==> src/rtl/qp_engine.sv <==
module qp_engine #(
  parameter int AW = 64,
  parameter int PW = 16
) (
  input  logic          clk,
  input  logic          rst_n,
  input  logic          q_reset,
  input  logic [PW-1:0] depth_m1,
  input  logic [AW-1:0] sq_base,
  input  logic [AW-1:0] cq_base,
  input  logic          sq_tail_wr,
  input  logic [PW-1:0] sq_tail_val,
  input  logic          cq_head_wr,
  input  logic [PW-1:0] cq_head_val,
  output logic          mem_req,
  output logic          mem_we,
  output logic [AW-1:0] mem_addr,
  output logic [63:0]   mem_wdata,
  input  logic          mem_ack,
  input  logic [63:0]   mem_rdata,
  output logic          irq,
  output logic [PW-1:0] sq_head,
  output logic [PW-1:0] cq_tail
);

  localparam logic [3:0]  OP_COPY = 4'h4;
  localparam logic [14:0] ST_BADOP = 15'd1;

  typedef enum logic [2:0] {S_IDLE, S_FETCH, S_RD, S_WR, S_CQCHK, S_CQWR} st_t;

  st_t           state;
  logic [1:0]    beat;
  logic [3:0]    op_q;
  logic          ien_q;
  logic [31:0]   len_q;
  logic [AW-1:0] src_q, dst_q;
  logic [29:0]   words_left;
  logic [31:0]   off;
  logic [63:0]   rbuf;
  logic [PW-1:0] sq_tail, cq_head;

  logic [PW-1:0] sq_nxt, cq_nxt;
  logic          acc, bad_op;
  logic [29:0]   nwords;
  logic [14:0]   status;
  logic [63:0]   cq_word;

  assign sq_nxt  = (sq_head == depth_m1) ? '0 : sq_head + 1'b1;
  assign cq_nxt  = (cq_tail == depth_m1) ? '0 : cq_tail + 1'b1;
  assign acc     = mem_req && mem_ack;
  assign bad_op  = (op_q != OP_COPY);
  assign status  = bad_op ? ST_BADOP : 15'd0;
  assign nwords  = {1'b0, len_q[31:3]} + {29'd0, |len_q[2:0]};
  assign cq_word = {status, 1'b1, 32'd0, {(16-PW){1'b0}}, sq_head};

  assign mem_req = (state == S_FETCH) || (state == S_RD) || (state == S_WR) || (state == S_CQWR);
  assign mem_we  = (state == S_WR) || (state == S_CQWR);

  always_comb begin
    mem_addr  = '0;
    mem_wdata = '0;
    case (state)
      S_FETCH: mem_addr = sq_base + {{(AW-PW-5){1'b0}}, sq_head, 5'b0}
                                  + {{(AW-5){1'b0}}, beat, 3'b0};
      S_RD:    mem_addr = src_q + {{(AW-32){1'b0}}, off};
      S_WR: begin
        mem_addr  = dst_q + {{(AW-32){1'b0}}, off};
        mem_wdata = rbuf;
      end
      S_CQWR: begin
        mem_addr  = cq_base + {{(AW-PW-4){1'b0}}, cq_tail, 4'b0}
                            + {{(AW-4){1'b0}}, beat[0], 3'b0};
        mem_wdata = beat[0] ? cq_word : 64'd0;
      end
      default: ;
    endcase
  end

  always_ff @(posedge clk or negedge rst_n) begin
    if (!rst_n) begin
      state      <= S_IDLE;
      beat       <= '0;
      op_q       <= '0;
      ien_q      <= 1'b0;
      len_q      <= '0;
      src_q      <= '0;
      dst_q      <= '0;
      words_left <= '0;
      off        <= '0;
      rbuf       <= '0;
      sq_head    <= '0;
      sq_tail    <= '0;
      cq_head    <= '0;
      cq_tail    <= '0;
      irq        <= 1'b0;
    end else if (q_reset) begin
      state   <= S_IDLE;
      beat    <= '0;
      sq_head <= '0;
      sq_tail <= '0;
      cq_head <= '0;
      cq_tail <= '0;
      irq     <= 1'b0;
    end else begin
      irq <= 1'b0;
      if (sq_tail_wr) sq_tail <= sq_tail_val;
      if (cq_head_wr) cq_head <= cq_head_val;
      case (state)
        S_IDLE:
          if (sq_head != sq_tail) begin
            state <= S_FETCH;
            beat  <= '0;
          end
        S_FETCH:
          if (acc) begin
            beat <= beat + 1'b1;
            case (beat)
              2'd0: begin
                op_q  <= mem_rdata[3:0];
                ien_q <= mem_rdata[8];
              end
              2'd1: len_q <= mem_rdata[63:32];
              2'd2: src_q <= mem_rdata[AW-1:0];
              default: begin
                dst_q      <= mem_rdata[AW-1:0];
                sq_head    <= sq_nxt;
                words_left <= nwords;
                off        <= '0;
                state      <= (!bad_op && nwords != 0) ? S_RD : S_CQCHK;
              end
            endcase
          end
        S_RD:
          if (acc) begin
            rbuf  <= mem_rdata;
            state <= S_WR;
          end
        S_WR:
          if (acc) begin
            off        <= off + 32'd8;
            words_left <= words_left - 1'b1;
            state      <= (words_left == 30'd1) ? S_CQCHK : S_RD;
          end
        S_CQCHK:
          if (cq_nxt != cq_head) begin
            state <= S_CQWR;
            beat  <= '0;
          end
        S_CQWR:
          if (acc) begin
            beat <= beat + 1'b1;
            if (beat[0]) begin
              cq_tail <= cq_nxt;
              irq     <= ien_q;
              state   <= S_IDLE;
            end
          end
        default: state <= S_IDLE;
      endcase
    end
  end

endmodule

==> config.mk <==
export PLATFORM = sky130hd
export DESIGN_NAME = qp_engine
export DESIGN_NICKNAME = d
export VERILOG_FILES = /design/src/rtl/qp_engine.sv
export SDC_FILE = /design/constraint.sdc
export NUM_CORES = 1
export LEC_CHECK = 0
export ABC_AREA = 1
export ABC_CLOCK_PERIOD_IN_PS = 10140
export BUFFER_PORTS_ARGS = -buffer_cell sky130_fd_sc_hd__clkbuf_2
export CORE_ASPECT_RATIO = 2
export CORE_MARGIN = 2
export CORE_UTILIZATION = 30
export DETAILED_ROUTE_END_ITERATION = 8
export GPL_TIMING_DRIVEN = 0
export PLACE_DENSITY = 0.54
export SETUP_SLACK_MARGIN = 0.02
export SLEW_MARGIN = 25
export SYNTH_ARGS = -nofsm -noshare
export SYNTH_HDL_FRONTEND = slang
export SYNTH_SLANG_ARGS = --single-unit
==> constraint.sdc <==
create_clock -name clk -period 10.14 [get_ports clk]
set_input_delay 0.507 -clock clk [delete_from_list [all_inputs] [get_ports clk]]
set_output_delay 0.507 -clock clk [all_outputs]
set_load 0.005 [all_outputs]
Yosys cells after proc, flatten, opt, wreduce, memory -nomap -nowiden

Cells that the tools add are included.
Widths: inputs -> output; s select.

Word-level logic and storage cells: 133
Input port bits: 246
Output and inout port bits: 163
Register bits after elaboration: 361

Bitwise operators: 2
Add/subtract/negate cells: 12
Muxes and demuxes: 47
Reductions and logical operators: 31
Equal/unequal tests: 26

Operators with widths:

| kind                  | number |
|---|---|
| $pmux 64 s4           | 1 |
| $mux 16               | 14 |
| $add 64x32->64        | 2 |
| $pmux 64 s2           | 1 |
| $mux 32               | 3 |
| $mux 30               | 3 |
| $add 64x20->64        | 1 |
| $add 64x21->64        | 1 |
| $add 64x4->64         | 1 |
| $add 64x5->64         | 1 |
| $pmux 32 s2           | 1 |
| $pmux 30 s2           | 1 |
| $mux 50               | 1 |
| $mux 3                | 11 |
| $add 16x1->16 const B | 2 |
| $add 32x4->32 const B | 1 |
| $eq 16x16->1          | 2 |
| $ne 16x16->1          | 2 |
| $add 29x1->30         | 1 |
| $eq 30x1->1 const B   | 1 |
| $reduce_bool 30->1    | 1 |
| $sub 30x1->30 const B | 1 |
| $ne 3x3->1 const B    | 8 |
| $reduce_and 4->1      | 5 |
| other kinds (27)      | 52 |

Logic depth before layout (Yosys ltp)

Gate-level depths: netlist of the first run.

Word-level depth: 9
Mapped depth: 25
Gate-level depth less buffers: 21

Worst setup path before layout of the first run

No wires, ideal clock.

Path type: register -> output
Start point: reg state[1]
End point: out mem_addr[45]
Arrival time: 3.457 ns
Slack: 6.176 ns
Cell stages (with the launch flop): 20
Path buffers: 5
Data required time: 9.633 ns
Path through: dfrtp_1 > inv_2 > nor2_4 > nand2_4 > buf_2 > buf_2 > buf_2 > clkbuf_1 > clkbuf_1 > o21ai_0 > ha_1 > nand2_1 > nor4_1 > nand3_1 > o21ai_0 > nand2_1 > o21ai_1 > or2_1 > nand3_1 > nand3_1

Cells in the longest elaborated chain, start to end: 2
Elaborated cells on any way between the ends: 5
Classes of those cells: eq/ne: 4; mux: 1

RTL lines:

| element                                  | RTL line | RTL |
|---|---|---|
| from (decl)                              | 31       | `st_t state;` |
| from (signal assigned)                   | 129      | `state <= (!bad_op && nwords != 0) ? S_RD : S_CQCHK;` |
| from (signal assigned)                   | 142      | `state <= (words_left == 30'd1) ? S_CQCHK : S_RD;` |
| $eq 3x3->1, or another cell as far along | 62       | `case (state)` |
| $pmux 64 s4 (*)                          | 62       |  |
| to (decl)                                | 17       | `output logic [AW-1:0] mem_addr,` |

Every way passes the cells marked *; elsewhere a longest branch is shown, timed or not.

Final worst setup path of the first run

Start point: reg state[1]
End point: out mem_addr[37]

The elaborated chain is that of the path after synthesis.

==> impl_metrics.yaml, run 1 <==
synth:
  number_of_enable_type_register_cells_in_the_synthesized_netlist: 0
  post_synthesis_instance_area_um2: 27400
  synth-seq-area-share_pct: 32.7
  ys_warn_count: 0
  dominantRegCellSynth: "sky130_fd_sc_hd__dfrtp_1"
  synth.net_count: 4547
  synth_top_area_share_pct: 32.7
  avgSynthCellArea_um2: 6.50
  synth-async-reset-ratio_pct: 100
  synth_cell_types: 62
  ys_seq_elements: 358
  synth.area.top_cells: "sky130_fd_sc_hd__dfrtp_1 33%, sky130_fd_sc_hd__nand2_1 14%, sky130_fd_sc_hd__inv_1 8.0%"
  biggest_area_consumer_among_synthesized_cells: "sky130_fd_sc_hd__dfrtp_1"
  postSynthCellCount: 4220
layout:
  area_growth_syn_to_layout_pct: 18.0
  finalNonFillerCells: 5892
  area.sequential_um2: 8960
  fin_nets: 5000
  final_layout_size_suffix_gt1_share_pct: 13.3
  fillerInstances: 10300
  multi_input_comb_area_um2: 15800
  final_core_utilization_pct: 35.8
sta:
  max_freq_mhz: 125
  number_of_max_slew_violations_in_the_final_report: 0
  finalSetupViolations: 0
  final_hold_viol_count: 0
  minimum_hold_slack_ns: 0.137
  max_slew.worst_pin.slew_ns: 1.21
  max_slew_margin_pct: 18.6
  fin_setup_tns_ns: 0
  min_period_ns: 7.97
  period_share_pct: 78.6
  finClkSkew_ns: 0.0334
  grt_setup_unrepaired: "no"
clock_tree:
  tritoncts: "built"
  clock_transition_at_the_registers_of_the_reported_paths_ns: 0.06
  number_of_hold_repair_buffers_added_at_the_cts_stage: 1
  cts.sink_count: 358
  clk-insertion-delay-late_ns: 0.61
  cts.path.max_buffers: 3
  post_cts_buffers: 0
  cts_buffers: 40
  clock_tree.root_cell: "sky130_fd_sc_hd__clkbuf_16"
  cts-resized-gates: 0
  htree_num_levels: 2
grt:
  pin_count_of_the_biggest_net_entering_global_routing: 79
  wire_length_of_the_first_global_routing_pass_um: 200000
  globalRoute.totalOverflow: 0
  grt_usage_pct: 29.4
  number_of_antenna_violations_at_the_first_check_in_global_routing: 7
  first_global_vias: 30800
detailed_routing:
  post_drt_via_cell_ratio: 5.23
  via_count: 30800
  drtAntennaViolNets: 0
  drt_pre_antenna_iters: 7
  totalWireLength_um: 141000
  first_iter_violations: 2110
  wire_per_inst_um: 23.9
  remaining_drc_errors: 0
worst_setup_path:
  timing.critical_path.fanout_max: 10
  startpoint_type: "flop"
  worst_path_dominant_cell_family: "buffers and inverters"
  reg2regPathDepth: 11
  timing.critical_path.to_type: "output pin"
  path_depth: 20
  crit_arrival_ns: 7.46
  required_ns: 9.63
  critical_path.n_buffers_inverters: 7
  cp_max_stage_delay_ns: 0.87
  setup.worst_path.class: "reg2out"
  critical-path-slowest-cell: "sky130_fd_sc_hd__o21ai_0"
  crit_chain: "inv_2, nor2_4, nand2_4, buf_2, buf_2, buf_2, clkbuf_1, clkbuf_1, o21ai_0, ha_1, nand2_1, nor4_1, nand3_1, o21ai_0, nand3_1, nand2_1, a21oi_1, o21ai_0, nand3_1, clkbuf_2"
die:
  core-area_um2: 90600
  die-area_um2: 94000
  floorplan.die.height_um: 432
  num_io_pins: 409
  die_w_um: 218
  initial_utilization_pct: 30.3
  number_of_placement_rows: 156
placed_design:
  port_buffers: 406
  placed_cells_incl_taps: 5815
  detailed_place_hpwl_um: 119000
  gpl_congestion: 0.989
flow_run:
  max_cap_viol_count: 0
power:
  totalPowerFinal_uw: 5720
  cellLeakagePower_uw: 0.0159
  power_density_nw_per_um2: 177
  peakVddDrop_mv: 0.126
min_path:
  timing.hold.worst_path_depth: 3
  min_path_type: "in2reg"
outcome:
  run_status: "completed"
[power breakdown]
part	switching (µW)	internal (µW)	total (µW)
clock	671	815	1490
combinational	1530	669	2190
sequential	267	1780	2040
[through the flow]
step	setup WS, ns	instance area [µm²]
floorplan	6.18	27400
global placement	-0.177	31000
detailed placement	2.87	31100
CTS	2.19	32400
global route	2.03	32400
finish	2.17	32400
[Yosys cell counts, drive strengths merged, types with 2 or more instances]
library cell     n
nand2         1039
inv            591
nor2           506
o21ai          416
dfrtp          358
nand3          335
a21oi          234
nor3            92
clkbuf          82
ha              79
nand4           72
xor2            51
mux2            50
o22ai           41
nor4            38
or2             35
buf             33
o211ai          22
a21o            20
xnor2           17
nand3b          15
o21bai          13
a31oi           12
a22oi            8
o31ai            8
o221ai           7
o21a             6
a31o             5
a21boi           4
clkinv           4
nor4b            3
o311ai           3
a221oi           2
fa               2
nor3b            2
o41ai            2
or4              2
[worst register-to-register path, stage by stage (launching register included)]
cell                       delay, ns
sky130_fd_sc_hd__dfrtp_1        0.47
sky130_fd_sc_hd__inv_2          0.18
sky130_fd_sc_hd__nand2_1        0.10
sky130_fd_sc_hd__buf_2          0.22
sky130_fd_sc_hd__nand2_1        0.17
sky130_fd_sc_hd__nand2_1        0.10
sky130_fd_sc_hd__nor2_1         0.32
sky130_fd_sc_hd__inv_1          0.12
sky130_fd_sc_hd__nor2_1         0.86
sky130_fd_sc_hd__buf_4          0.38
sky130_fd_sc_hd__clkbuf_1       0.57
sky130_fd_sc_hd__o21ai_0        0.18
[layout make-up]
type / count / area share [%]
Multi-Input combinational cell: 3152 / 48.7
Clock inverter: 17 / 0.452
Antenna cell: 4 / 0.0309
Clock buffer: 55 / 3.49
Tap cell: 1185 / 4.58
Inverter: 595 / 6.90
Sequential cell: 358 / 27.7
Timing Repair Buffer: 411 / 6.67
Buffer: 115 / 1.51
[routing by layer]
metal | part of all wire, % | up-vias | track usage [%]
li1 | - | 14800 | -
met5 | 0.032 | - | 0
met3 | 4.5 | 396 | 3.40
met1 | 34 | 14600 | 29.3
met2 | 52 | 1069 | 55.0
met4 | 9.0 | 8 | 22.4
[path summary, 6_finish.rpt]
check,slack (ns),start,to
worst max register to register,6.32,state[2],len_q[2]
worst min-delay path,0.14,cq_head_val[8],cq_head[8]
min in group asynchronous,0.49,rst_n,rbuf[33]
max in group asynchronous,7.96,rst_n,rbuf[15]
worst max-delay path,2.17,state[1],mem_addr[37]
worst min register to register,0.47,dst_q[40],dst_q[40]
[registers in the layout (all words and copies together) (netlist names), 2 cells and up]
name	count
sq_head	16
rbuf	64
state	3
beat	2
off	29
len_q	32
cq_head	16
dst_q	64
words_left	30
src_q	64
cq_tail	16
sq_tail	16
op_q	4
[layout by cell type, fill, tap and decap left out, drive strengths merged, types with 3 or more instances in the layout]
cell and n:
buf 37, o311ai 3, o21a 6, xnor2 17, o21ai 416, nand4 72, nand3b 15, nor2 506
diode 4, a21boi 4, nand3 335, inv 596, o221ai 7, nor4 38, a21o 20, clkbuf 543
nor4b 3, o211ai 22, dfrtp 358, o22ai 41, a22oi 8, a31oi 12, nor3 92, xor2 51
o31ai 8, or2 35, a31o 5, ha 79, a21oi 234, o21bai 13, clkinv 15, nand2 1039
mux2 50
[cell families after synthesis]
kind of cell	synth area share (%)
simple gates	33.4
compound gates	16.1
buf+inv	9.90
flops	32.7
fa+ha+maj	3.75
xor+xnor	2.17
mux	2.09
other cells	0.0137
No activity file was read; power rests on OpenSTA's default activity.
==> run 2, diff against run 1 <==
--- a/config.mk
+++ b/config.mk
@@ -5,15 +5,15 @@
 export SDC_FILE = /design/constraint.sdc
 export NUM_CORES = 1
 export LEC_CHECK = 0
-export ABC_AREA = 1
-export ABC_CLOCK_PERIOD_IN_PS = 10140
+export ABC_AREA = 0
+export ABC_CLOCK_PERIOD_IN_PS = 8000
 export BUFFER_PORTS_ARGS = -buffer_cell sky130_fd_sc_hd__clkbuf_2
 export CORE_ASPECT_RATIO = 2
 export CORE_MARGIN = 2
 export CORE_UTILIZATION = 30
 export DETAILED_ROUTE_END_ITERATION = 8
 export GPL_TIMING_DRIVEN = 0
-export PLACE_DENSITY = 0.54
+export PLACE_DENSITY = 0.55
 export SETUP_SLACK_MARGIN = 0.02
 export SLEW_MARGIN = 25
 export SYNTH_ARGS = -nofsm -noshare
==> constraint.sdc (replaced) <==
create_clock -name clk -period 8 [get_ports clk]
set_input_delay 0.4 -clock clk [delete_from_list [all_inputs] [get_ports clk]]
set_output_delay 0.4 -clock clk [all_outputs]
set_load 0.005 [all_outputs]
==> run 2 against run 1 <==
  * Register-to-register slack got worse by 2.6 ns
  * Die area shrank 7.5%
  * Area after synthesis down 7.6%
  * Largest power group is now sequential cells
==> impl_metrics.yaml, run 2 <==
synth:
  ys_seq_elements: 358
  synth-async-reset-ratio_pct: 100
  number_of_enable_type_register_cells_in_the_synthesized_netlist: 0
  synth_top_area_share_pct: 35.3
  dominantRegCellSynth: "sky130_fd_sc_hd__dfrtp_1"
  biggest_area_consumer_among_synthesized_cells: "sky130_fd_sc_hd__dfrtp_1"
  postSynthCellCount: 2938
  synth_cell_types: 94
  ys_warn_count: 0
  synth.area.top_cells: "sky130_fd_sc_hd__dfrtp_1 35%, sky130_fd_sc_hd__mux2_2 7.5%, sky130_fd_sc_hd__nand2_1 7.3%"
  synth.net_count: 3265
  top_count_cell_post_synth: "sky130_fd_sc_hd__nand2_1"
  avgSynthCellArea_um2: 8.63
  post_synthesis_instance_area_um2: 25400
  ys_top_cells_by_count: "496 x sky130_fd_sc_hd__nand2_1, 358 x sky130_fd_sc_hd__dfrtp_1, 211 x sky130_fd_sc_hd__nor2_1"
  synth-seq-area-share_pct: 35.3
sta:
  max_freq_mhz: 127
  minimum_hold_slack_ns: 0.0334
  number_of_max_slew_violations_in_the_final_report: 0
  grt_setup_unrepaired: "no"
  finalSetupViolations: 0
  period_share_pct: 98.3
  max_slew.worst_pin.slew_ns: 1.16
  postLayoutSetupSlackWorst_ns: 0.139
  min_period_ns: 7.86
  finClkSkew_ns: 0.0455
  max_slew_margin_pct: 22.3
  final_hold_viol_count: 0
layout:
  final_layout_size_suffix_gt1_share_pct: 20.9
  fin_nets: 3719
  fillerInstances: 8868
  multi_input_comb_area_um2: 15600
  final_common_cell: "sky130_fd_sc_hd__nand2_1"
  most-common-layout-cells: "496 x sky130_fd_sc_hd__nand2_1, 412 x sky130_fd_sc_hd__clkbuf_2, 358 x sky130_fd_sc_hd__dfrtp_1, 211 x sky130_fd_sc_hd__nor2_1, 169 x sky130_fd_sc_hd__mux2_2"
  final_core_utilization_pct: 36.3
  area_growth_syn_to_layout_pct: 19.8
  area.sequential_um2: 8960
  top_regs: "dst_q x64, rbuf x64, src_q x64"
detailed_routing:
  post_drt_via_cell_ratio: 5.59
  first_iter_violations: 2065
  remaining_drc_errors: 0
  wire_per_inst_um: 25.8
  via_count: 25100
  drt_pre_antenna_iters: 6
  totalWireLength_um: 116000
  drtAntennaViolNets: 0
power:
  peakVddDrop_mv: 0.194
  cellLeakagePower_uw: 0.0145
  power_density_nw_per_um2: 189
min_path:
  min_path_type: "in2reg"
worst_setup_path:
  timing.critical_path.to_type: "output pin"
  r2r_slack_ns: 3.71
  setup.worst_path.class: "reg2out"
  crit_arrival_ns: 7.46
  startpoint_type: "flop"
  critical_path.startpoint: "state[0]"
  reg2regPathDepth: 10
  cpMostUsedCell: "sky130_fd_sc_hd__clkbuf_2"
  setup.worst_path.end: "mem_addr[37]"
  required_ns: 7.60
  cp_max_stage_delay_ns: 0.65
  crit_chain: "buf_2, nand3b_1, clkbuf_2, clkbuf_2, clkbuf_1, clkbuf_2, nand2_1, nand2_1, ha_1, a21oi_1, a2bb2oi_1, nand3_1, a221oi_1, o21ai_0, a22oi_2, nor2_1, xor2_1, o221ai_1, clkbuf_2"
  critical-path-slowest-cell: "sky130_fd_sc_hd__a221oi_1"
  crit-reg2reg-capture: "state[0]"
  timing.critical_path.fanout_max: 10
  r2r_start: "cq_tail[2]"
grt:
  grt-busiest-layer: "met2"
  number_of_antenna_violations_at_the_first_check_in_global_routing: 4
  globalRoute.totalOverflow: 0
  pin_count_of_the_biggest_net_entering_global_routing: 80
  grt_use_met3_pct: 4.27
  wire_length_of_the_first_global_routing_pass_um: 167000
  grt_usage_pct: 26.1
  globalRouteMet1Util_pct: 29.1
  first_global_vias: 25100
  grtUsageMet2_pct: 46.5
die:
  die-area_um2: 87000
  num_io_pins: 409
  initial_utilization_pct: 30.3
  number_of_placement_rows: 150
  core-area_um2: 83700
  floorplan.die.height_um: 415
  die_w_um: 210
clock_tree:
  tritoncts: "built"
  cts.sink_count: 358
  cts_buffers: 40
  clock_transition_at_the_registers_of_the_reported_paths_ns: 0.07
  clk-insertion-delay-late_ns: 0.61
  clock_tree.root_cell: "sky130_fd_sc_hd__clkbuf_16"
  cts.path.max_buffers: 3
  htree_num_levels: 2
outcome:
  run_status: "completed"
placed_design:
  detailed_place_hpwl_um: 93100
  pre_cts_slack_ns: -0.427
  port_buffers: 405
  gpl_congestion: 0.959
flow_run:
  max_cap_viol_count: 0
run 2: layout make-up:
cell class                      instances  share of cell area, %
Clock buffer                           51                   3.60
Buffer                                165                   2.28
Inverter                               42                  0.519
Clock inverter                         23                   1.02
Sequential cell                       358                   29.5
Multi-Input combinational cell       2371                   51.4
Timing Repair Buffer                  414                   7.26
Antenna cell                            3                 0.0247
Tap cell                             1064                   4.38
run 2: power by group:
part | internal [µW] | switching [µW]
sequential | 1950 | 124
clock | 1150 | 894
combinational | 577 | 1030
total | 3680 | 2050
run 2: cell families (layout without fill, tap and decap cells):
family	count (synthesis)	in the layout	synth area share (%)
AO/OA/AOI/OAI	567	567	14.7
XOR/XNOR	283	283	9.77
adder cells (fa/ha/maj)	81	81	4.06
buffers and inverters	209	695	3.27
flip-flops	358	358	35.3
multiplexers	245	245	10.5
other	1	4	0.0148
AND/OR/NAND/NOR	1194	1194	22.4
run 2: worst min path at each step:
stage | from | end | slack, ns | depth (start not counted)
final | mem_rdata[13] | dst_q[13] | 0.03 | 3
after global routing | sq_tail_val[7] | sq_tail[7] | 0.02 | 3
after CTS | mem_rdata[13] | dst_q[13] | 0.008 | 3
after global placement | dst_q[27] | dst_q[27] | 0.46 | 2
after detailed placement | rst_n | rbuf[27] | 0.34 | 1
after floorplan | rst_n | beat[0] | 0.10 | 0
run 2: per-layer routing:
layer / vias up / wire, µm
li1: 11400 / -
met1: 12200 / 43100
met2: 1177 / 57100
met3: 316 / 7870
met4: 4 / 7770
met5: - / 31
run 2: repair_timing:
action	CTS	global route
setup buffers	0	0
resized for setup	7	3
hold endpoints to repair	27	0
endpoints found under the setup margin	36	1
hold buffers	1	0
run 2: critical path: cells and delay by family (launching register included):
family,cells,cell delay [ns]
AO/OA/AOI/OAI,6,2.57
adder cells (fa/ha/maj),1,0.28
XOR/XNOR,1,0.38
flip-flops,1,0.36
AND/OR/NAND/NOR,5,0.94
buffers and inverters,6,2.28
run 2: metrics by stage:
stage | std cells | TNS (ns) | total power, µW | area (µm²)
2_1_floorplan | 2938 | 0 | 2900 | 25400
3_3_place_gp | 4407 | -774.40 | 3670 | 28700
3_5_place_dp | 4415 | -2.42 | 3690 | 28900
4_1_cts | 4488 | 0 | 5750 | 30400
5_1_grt | 4489 | 0 | 5950 | 30400
6_report | 4491 | 0 | 5730 | 30400
